**config.mk**
```make
export PLATFORM = sky130hd
export DESIGN_NAME = npc_unit
export DESIGN_NICKNAME = d
export VERILOG_FILES = /design/src/rtl/npc_pkg.sv /design/src/rtl/npc_decode.sv /design/src/rtl/npc_compare.sv /design/src/rtl/npc_target.sv /design/src/rtl/npc_unit.sv
export SDC_FILE = /design/constraint.sdc
export NUM_CORES = 1
export LEC_CHECK = 0
export BUFFER_PORTS_ARGS = -buffer_cell sky130_fd_sc_hd__clkbuf_2
export CORE_UTILIZATION = 49
export DETAILED_ROUTE_END_ITERATION = 16
export PLACE_DENSITY_LB_ADDON = 0.2
export SLEW_MARGIN = 20
export SYNTH_ARGS = -nofsm -noshare
export SYNTH_HDL_FRONTEND = slang
export SYNTH_HIERARCHICAL = 1
export SYNTH_SLANG_ARGS = --single-unit
```
**constraint.sdc**
```tcl
create_clock -name clk -period 3 [get_ports clk]
set_input_delay 0.15 -clock clk [delete_from_list [all_inputs] [get_ports clk]]
set_output_delay 0.15 -clock clk [all_outputs]
set_load 0.01 [all_outputs]
```
**src/rtl/npc_pkg.sv**
```systemverilog
package npc_pkg;

    localparam int unsigned OPC_W = 6;

    localparam logic [OPC_W-1:0] OP_BEQ   = 6'h11;
    localparam logic [OPC_W-1:0] OP_BGT   = 6'h12;
    localparam logic [OPC_W-1:0] OP_BGE   = 6'h13;
    localparam logic [OPC_W-1:0] OP_BGEU  = 6'h14;
    localparam logic [OPC_W-1:0] OP_BGTU  = 6'h15;
    localparam logic [OPC_W-1:0] OP_BNE   = 6'h17;
    localparam logic [OPC_W-1:0] OP_JIMM  = 6'h38;
    localparam logic [OPC_W-1:0] OP_CIMM  = 6'h3e;
    localparam logic [OPC_W-1:0] OP_CREG  = 6'h36;
    localparam logic [OPC_W-1:0] OP_JREG  = 6'h30;

    localparam logic [4:0] XRET_FIELD_A = 5'h1e;
    localparam logic [4:0] XRET_FIELD_B = 5'h1f;

    typedef enum logic [2:0] {
        XK_SEQ,
        XK_BRANCH,
        XK_JUMP_IMM,
        XK_CALL_IMM,
        XK_CALL_REG,
        XK_JUMP_REG,
        XK_XRET
    } xfer_kind_e;

    typedef enum logic [2:0] {
        CMP_EQ,
        CMP_NE,
        CMP_GT,
        CMP_GE,
        CMP_GTU,
        CMP_GEU
    } cmp_op_e;

endpackage

```
**src/rtl/npc_decode.sv**
```systemverilog
module npc_decode
    import npc_pkg::*;
(
    input  logic [31:0] insn,
    output xfer_kind_e  kind,
    output cmp_op_e     cmp_op,
    output logic        xret_sel
);
    logic [OPC_W-1:0] opc;
    logic [4:0]       src_field;

    assign opc       = insn[31:26];
    assign src_field = insn[25:21];
    assign xret_sel  = (src_field == XRET_FIELD_B);

    always_comb begin
        kind   = XK_SEQ;
        cmp_op = CMP_EQ;
        unique case (opc)
            OP_BEQ:  begin kind = XK_BRANCH; cmp_op = CMP_EQ;  end
            OP_BNE:  begin kind = XK_BRANCH; cmp_op = CMP_NE;  end
            OP_BGT:  begin kind = XK_BRANCH; cmp_op = CMP_GT;  end
            OP_BGE:  begin kind = XK_BRANCH; cmp_op = CMP_GE;  end
            OP_BGTU: begin kind = XK_BRANCH; cmp_op = CMP_GTU; end
            OP_BGEU: begin kind = XK_BRANCH; cmp_op = CMP_GEU; end
            OP_JIMM: kind = XK_JUMP_IMM;
            OP_CIMM: kind = XK_CALL_IMM;
            OP_CREG: kind = XK_CALL_REG;
            OP_JREG: begin
                if (src_field == XRET_FIELD_A || src_field == XRET_FIELD_B)
                    kind = XK_XRET;
                else
                    kind = XK_JUMP_REG;
            end
            default: kind = XK_SEQ;
        endcase
    end
endmodule

```
**src/rtl/npc_compare.sv**
```systemverilog
module npc_compare
    import npc_pkg::*;
#(
    parameter int unsigned XLEN = 32
) (
    input  logic [XLEN-1:0] lhs,
    input  logic [XLEN-1:0] rhs,
    input  cmp_op_e         op,
    output logic            hit
);
    logic eq_w, sgt_w, ugt_w;

    assign eq_w  = (lhs == rhs);
    assign sgt_w = ($signed(lhs) > $signed(rhs));
    assign ugt_w = (lhs > rhs);

    always_comb begin
        unique case (op)
            CMP_EQ:  hit = eq_w;
            CMP_NE:  hit = !eq_w;
            CMP_GT:  hit = sgt_w;
            CMP_GE:  hit = sgt_w || eq_w;
            CMP_GTU: hit = ugt_w;
            CMP_GEU: hit = ugt_w || eq_w;
            default: hit = 1'b0;
        endcase
    end
endmodule

```
**src/rtl/npc_target.sv**
```systemverilog
module npc_target #(
    parameter int unsigned XLEN    = 32,
    parameter int unsigned SHORT_W = 16,
    parameter int unsigned LONG_W  = 26,
    parameter int unsigned STEP    = 4
) (
    input  logic [XLEN-1:0] pc,
    input  logic [31:0]     insn,
    output logic [XLEN-1:0] seq_pc,
    output logic [XLEN-1:0] short_tgt,
    output logic [XLEN-1:0] long_tgt
);
    localparam int unsigned SHAMT = $clog2(STEP);

    logic [XLEN-1:0] short_off, long_off;

    generate
        if (XLEN > SHORT_W + SHAMT) begin : g_short_ext
            assign short_off = {{(XLEN-SHORT_W-SHAMT){insn[SHORT_W-1]}},
                                insn[SHORT_W-1:0], {SHAMT{1'b0}}};
        end else begin : g_short_cut
            assign short_off = XLEN'({insn[SHORT_W-1:0], {SHAMT{1'b0}}});
        end
        if (XLEN > LONG_W + SHAMT) begin : g_long_ext
            assign long_off = {{(XLEN-LONG_W-SHAMT){insn[LONG_W-1]}},
                               insn[LONG_W-1:0], {SHAMT{1'b0}}};
        end else begin : g_long_cut
            assign long_off = XLEN'({insn[LONG_W-1:0], {SHAMT{1'b0}}});
        end
    endgenerate

    assign seq_pc    = pc + XLEN'(STEP);
    assign short_tgt = pc + short_off;
    assign long_tgt  = pc + long_off;
endmodule

```
**src/rtl/npc_unit.sv**
```systemverilog
module npc_unit
    import npc_pkg::*;
#(
    parameter int unsigned XLEN     = 32,
    parameter int unsigned LINK_REG = 29
) (
    input  logic            clk,
    input  logic            rst_n,
    input  logic            in_valid,
    input  logic [XLEN-1:0] cur_pc,
    input  logic [31:0]     insn,
    input  logic [XLEN-1:0] opa,
    input  logic [XLEN-1:0] opb,
    output logic            out_valid,
    output logic [XLEN-1:0] next_pc,
    output logic            taken,
    output logic            link_we,
    output logic [4:0]      link_addr,
    output logic [XLEN-1:0] link_data,
    output logic            xret_req,
    output logic            xret_sel
);
    typedef enum logic {ST_IDLE, ST_RESULT} st_e;

    st_e             st_q, st_d;
    xfer_kind_e      kind;
    cmp_op_e         cmp_op;
    logic            cmp_hit, sel_c;
    logic [XLEN-1:0] seq_pc, short_tgt, long_tgt;
    logic [XLEN-1:0] npc_c;
    logic            taken_c, link_c, xret_c;

    npc_decode u_dec (
        .insn(insn), .kind(kind), .cmp_op(cmp_op), .xret_sel(sel_c)
    );

    npc_compare #(.XLEN(XLEN)) u_cmp (
        .lhs(opa), .rhs(opb), .op(cmp_op), .hit(cmp_hit)
    );

    npc_target #(.XLEN(XLEN)) u_tgt (
        .pc(cur_pc), .insn(insn), .seq_pc(seq_pc),
        .short_tgt(short_tgt), .long_tgt(long_tgt)
    );

    always_comb begin
        npc_c   = seq_pc;
        taken_c = 1'b0;
        link_c  = 1'b0;
        xret_c  = 1'b0;
        unique case (kind)
            XK_BRANCH: begin
                if (cmp_hit) begin
                    npc_c   = short_tgt;
                    taken_c = 1'b1;
                end
            end
            XK_JUMP_IMM: begin npc_c = long_tgt; taken_c = 1'b1; end
            XK_CALL_IMM: begin npc_c = long_tgt; taken_c = 1'b1; link_c = 1'b1; end
            XK_CALL_REG: begin npc_c = opa;      taken_c = 1'b1; link_c = 1'b1; end
            XK_JUMP_REG: begin npc_c = opa;      taken_c = 1'b1; end
            XK_XRET:     xret_c = 1'b1;
            default:     npc_c = seq_pc;
        endcase
    end

    always_comb begin
        unique case (st_q)
            ST_IDLE:   st_d = in_valid ? ST_RESULT : ST_IDLE;
            ST_RESULT: st_d = in_valid ? ST_RESULT : ST_IDLE;
            default:   st_d = ST_IDLE;
        endcase
    end

    always_ff @(posedge clk) begin
        if (!rst_n) st_q <= ST_IDLE;
        else        st_q <= st_d;
    end

    always_ff @(posedge clk) begin
        if (!rst_n) begin
            next_pc   <= '0;
            taken     <= 1'b0;
            link_we   <= 1'b0;
            link_addr <= '0;
            link_data <= '0;
            xret_req  <= 1'b0;
            xret_sel  <= 1'b0;
        end else if (in_valid) begin
            next_pc   <= npc_c;
            taken     <= taken_c;
            link_we   <= link_c;
            link_addr <= link_c ? 5'(LINK_REG) : 5'd0;
            link_data <= seq_pc;
            xret_req  <= xret_c;
            xret_sel  <= xret_c & sel_c;
        end else begin
            taken     <= 1'b0;
            link_we   <= 1'b0;
            link_addr <= '0;
            xret_req  <= 1'b0;
            xret_sel  <= 1'b0;
        end
    end

    assign out_valid = (st_q == ST_RESULT);

    a_r2_valid_follows: assert property (@(posedge clk) disable iff (!rst_n)
        in_valid |=> out_valid);
    a_r2_idle_follows: assert property (@(posedge clk) disable iff (!rst_n)
        !in_valid |=> !out_valid && !taken && !link_we && !xret_req);
    a_r1_quiet_when_idle: assert property (@(posedge clk) disable iff (!rst_n)
        !out_valid |-> !taken && !link_we && !xret_req);
    a_r10_link_target: assert property (@(posedge clk) disable iff (!rst_n)
        link_we |-> (link_addr == 5'(LINK_REG)) && taken);
    a_r9_xret_no_jump: assert property (@(posedge clk) disable iff (!rst_n)
        xret_req |-> !taken && !link_we && (next_pc == link_data));
    a_r4_seq_address: assert property (@(posedge clk) disable iff (!rst_n)
        (out_valid && !taken) |-> (next_pc == link_data));
endmodule

```
==> reports/results.txt <==
Global placement routability congestion: 0.948. The run gives 0 as the max-slew violation count. The netlist uses 83 different library cells. The clock skew was 0 ns; the number of routed nets with antenna violations was 0.

The hold violation count in the final report is 0. After synthesis, the most frequently instantiated cells are nand2_1 (79), ha_1 (75), dfxtp_1 (69). The first-pass GRT wire length is 41.8 mm. TritonCTS built the clock tree.

The signal on the critical path passes through clkbuf_2 > inv_1 > ha_1 > nand4_2 > nor4_2 > buf_4 > and3_4 > nor3b_2 > a21oi_2 > o211ai_2 > buf_4 > mux2_1 > a222oi_1 > o211ai_2. The run gives 965 as the post-synthesis cell count. The share of the synthesized area in the top cell type works out to 0.181. For hold timing, the worst endpoint is next_pc[0]. The total of fill cells in the finished design came out at 1365.

The root buffer cell chosen for the clock tree is clkbuf_16. The total placed cells including tap cells was 1413; the peak supply drop was 308 µV. Setup violations remaining at the end of the flow were counted as 0. The synthesized design spends more area on one cell type than any other, namely dfxtp_1. In this run the critical register-to-register path is launched from next_pc[21]. Summed over all layers, the routed wires come to 26.4 mm. The count of buffers inserted at the top-level ports works out to 203. The final worst-path cycle share was 0.947; the area of the mapped netlist was 0.00762 mm². The die span in x was 127 µm; the share of the yosys chip area belonging to registers was 0.181. The number of levels in the clock H-tree is 3.

In the final design database the tool counted 1443 nets. By startpoint and endpoint, the worst setup path is classified as input port to register. Once the clock tree was built, the setup fixing pass inserted 0 buffers. Area added between synthesis and finish: 29.3%. The tools report the DRC violation total after the first TritonRoute iteration as 638. The share of the core filled with cells is 0.648, and the number of flops mapped to enable cells by yosys is 0. The switching part of the total power is 0.337. In this run the count of I/O pins placed on the die edge is 205. Buffers inserted to repair hold after CTS numbered 0.

The clock latency at the later pin of the worst-skew pair is 0.34 ns, and the number of DRC violations after detailed routing is 0. The run gives 0.383 as the combinational group share of total power. Data on the critical path is required at its endpoint by 3.20 ns. By area the synthesized netlist is led by dfxtp_1 (18%), ha_1 (12%), xnor2_1 (5.7%), mux2i_1 (4.6%), a21oi_1 (4.3%).

The top flip-flop cell by instance count after synthesis is dfxtp_1. A synthesized cell averages 7.89 µm². The region available for standard cell placement spans 0.0152 mm². The min-delay analysis places its worst path in the category input port to register.

The maximum count of clock buffers along a single path came out at 2. The final total power was 3.71 mW. Using the TritonRoute via totals, the vias-per-cell ratio works out to 5.97. The logs give 0 for the overflow left after global routing and 0 for the antenna diode count. For the worst flop-to-flop path, the logic depth is 2.

The die covers 0.0161 mm². The die span in y is 127 µm. The critical path starts at opb[30].

Uppermost metal layer occupied by signal nets: met4. Dividing total power by cell area gives a power density of 377 mW/mm². After clock tree synthesis, the repair step resized 0 gates.

At the pin with the least slew margin, the transition time is 0.780 ns. Worst-case headroom to the max-slew limit: 0.480. The run gives 352 MHz as the highest clock rate.

In the final routed layout, each cell accounts on average for 18.5 µm. The net switching component of the power is 1.25 mW, and the sequential power share is 0.272. The storage element area came out at 0.00138 mm².

STA classifies the critical path endpoint as a register. The detailed-routing wirelength on met1 came out at 11.2 mm. Subtracting the final worst setup slack from the clock period gives 2.84 ns.

At the worst endpoint, the arrival time is 3.04 ns. The buffering stage count on the worst path with inverters included was 4. For this design, the slowest cell found on the critical path is a222oi_1.

In this run the most critical hold path is launched from cur_pc[0]. The final route contains 8525 vias. In this run the static leakage power is 4.74 nW. The Yosys step of the flow raised 6 warnings. The largest net degree at the start of global routing was 51. The kind of start point of the critical path is an input port.

The number of max-capacitance violations reported was 0. The flow ran to the end, and the final reports show no timing, DRC or antenna violations. Setup repair after global routing left no endpoint under its margin. The multi-input combinational cells in the finished layout cover a total of 0.00561 mm². The clock-pin slew on the worst setup and hold paths works out to 0.06 ns.

Summed over all nets, wire length on met3 after detailed routing comes to 1.69 mm. For the clock buffer count from CTS, the log shows 9. The family with the most delay on the worst path is simple AND/OR/NAND/NOR gates. The logs give 0.501 for the initial core utilization and 1172 for the number of nets in the synthesized netlist. For the final routed database, the setup TNS stands at 0 ns. The largest single stage delay on the critical path is 0.37 ns. The number of sinks driven by the clock tree was 69; the fraction of final layout cells with drive strength greater than 1 was 0.326.

The share of flip-flops with an asynchronous set or reset after synthesis was 0; the iteration count of the initial detailed-routing pass was 6. The run gives 0 as the number of antenna violations at the first check in global routing. The cell-internal power was 2.46 mW; the maximum fanout encountered on the critical timing path was 17. The placed wire-length estimate after detailed placement is 21.3 mm, and the worst setup slack for register-to-register paths is 2.31 ns.

The number of global-route vias before repair is 8185, and the final instance count without filler cells is 1429. Most frequent cell after synthesis: nand2_1. The length of routed met2 wiring was 12.5 mm; the overall track demand over capacity in global routing was 0.330. The worst register-to-register path ends at next_pc[21].

The worst hold path was traced through 3 stages. The clock power share was 0.345; the number of placement rows was 45. After synthesis the netlist holds a flip-flop and latch count of 69.
power groups by stage:
stage | clock network [mW] | registers [mW] | logic, mW
finish | 1.28 | 1.01 | 1.42
global route | 1.34 | 1.02 | 1.55
CTS | 1.30 | 1.01 | 1.41
detailed placement | 0 | 1.03 | 1.39
global placement | 0 | 1.03 | 1.39
floorplan | 0 | 1.05 | 0.843
final cells by class:
| type | count | area share |
|---|---|---|
| multi-input combinational | 758 | 0.569 |
| timing repair buffer | 341 | 0.210 |
| sequential | 69 | 0.140 |
| clock buffer | 11 | 0.0246 |
| tap | 188 | 0.0239 |
| inverter | 57 | 0.0217 |
| clock inverter | 5 | 0.0108 |
per-layer routing:
metal  GRT usage  vias to the layer above
li1            -                     4090
met2       0.576                      357
met4       0.153                        0
met1       0.403                     4013
met5           0                        -
met3      0.0464                       65
sequential cells by signal, indices dropped and copies added (netlist names):
name,cells
next_pc,32
link_addr,1
xret_req,1
link_data,32
xret_sel,1
taken,1
out_valid,1
logic make-up after synthesis:
family	share of synthesized area
flip-flops	0.181
buffers and inverters	0.0856
other	0.000492
multiplexers	0.0682
XOR/XNOR	0.0770
adder cells (fa/ha/maj)	0.126
AO/OA/AOI/OAI	0.276
AND/OR/NAND/NOR	0.186
per-stage QoR:
step	hold WS, ns	cell area [µm²]	setup slack, ns
6_report	0.106	9850	0.158
5_1_grt	0.135	9850	0.00702
4_1_cts	0.0962	9840	0.0641
3_5_place_dp	0.449	9490	-0.288
3_3_place_gp	0.449	9490	-0.177
2_1_floorplan	0.337	7620	0.154
how the worst max path moves through the flow:
| stage | to | cells after the start |
|---|---|---|
| final | next_pc[8] | 14 |
| after global placement | next_pc[5] | 13 |
| after detailed placement | next_pc[18] | 13 |
| after floorplan | next_pc[1] | 13 |
| after CTS | next_pc[0] | 13 |
| after global routing | next_pc[31] | 14 |
cells in the final DEF (no fill, tap or decap), types with 18 or more instances in the layout:
cell type,n
a21o_1,23
a21oi_1,65
a221oi_1,18
a31oi_1,25
buf_4,137
clkbuf_2,203
dfxtp_1,69
ha_1,75
inv_1,54
mux2i_1,35
nand2_1,79
nand3_1,27
nand4_1,20
nor2_1,35
nor2b_1,41
o211ai_1,27
o21ai_0,58
xnor2_1,50
worst register-to-register path, cell delays in order, from the launching register on:
cell and delay [ns]:
dfxtp_1 0.35, o21ai_0 0.08, a31oi_1 0.18
Note: power is estimated with default switching activity, not from simulation.
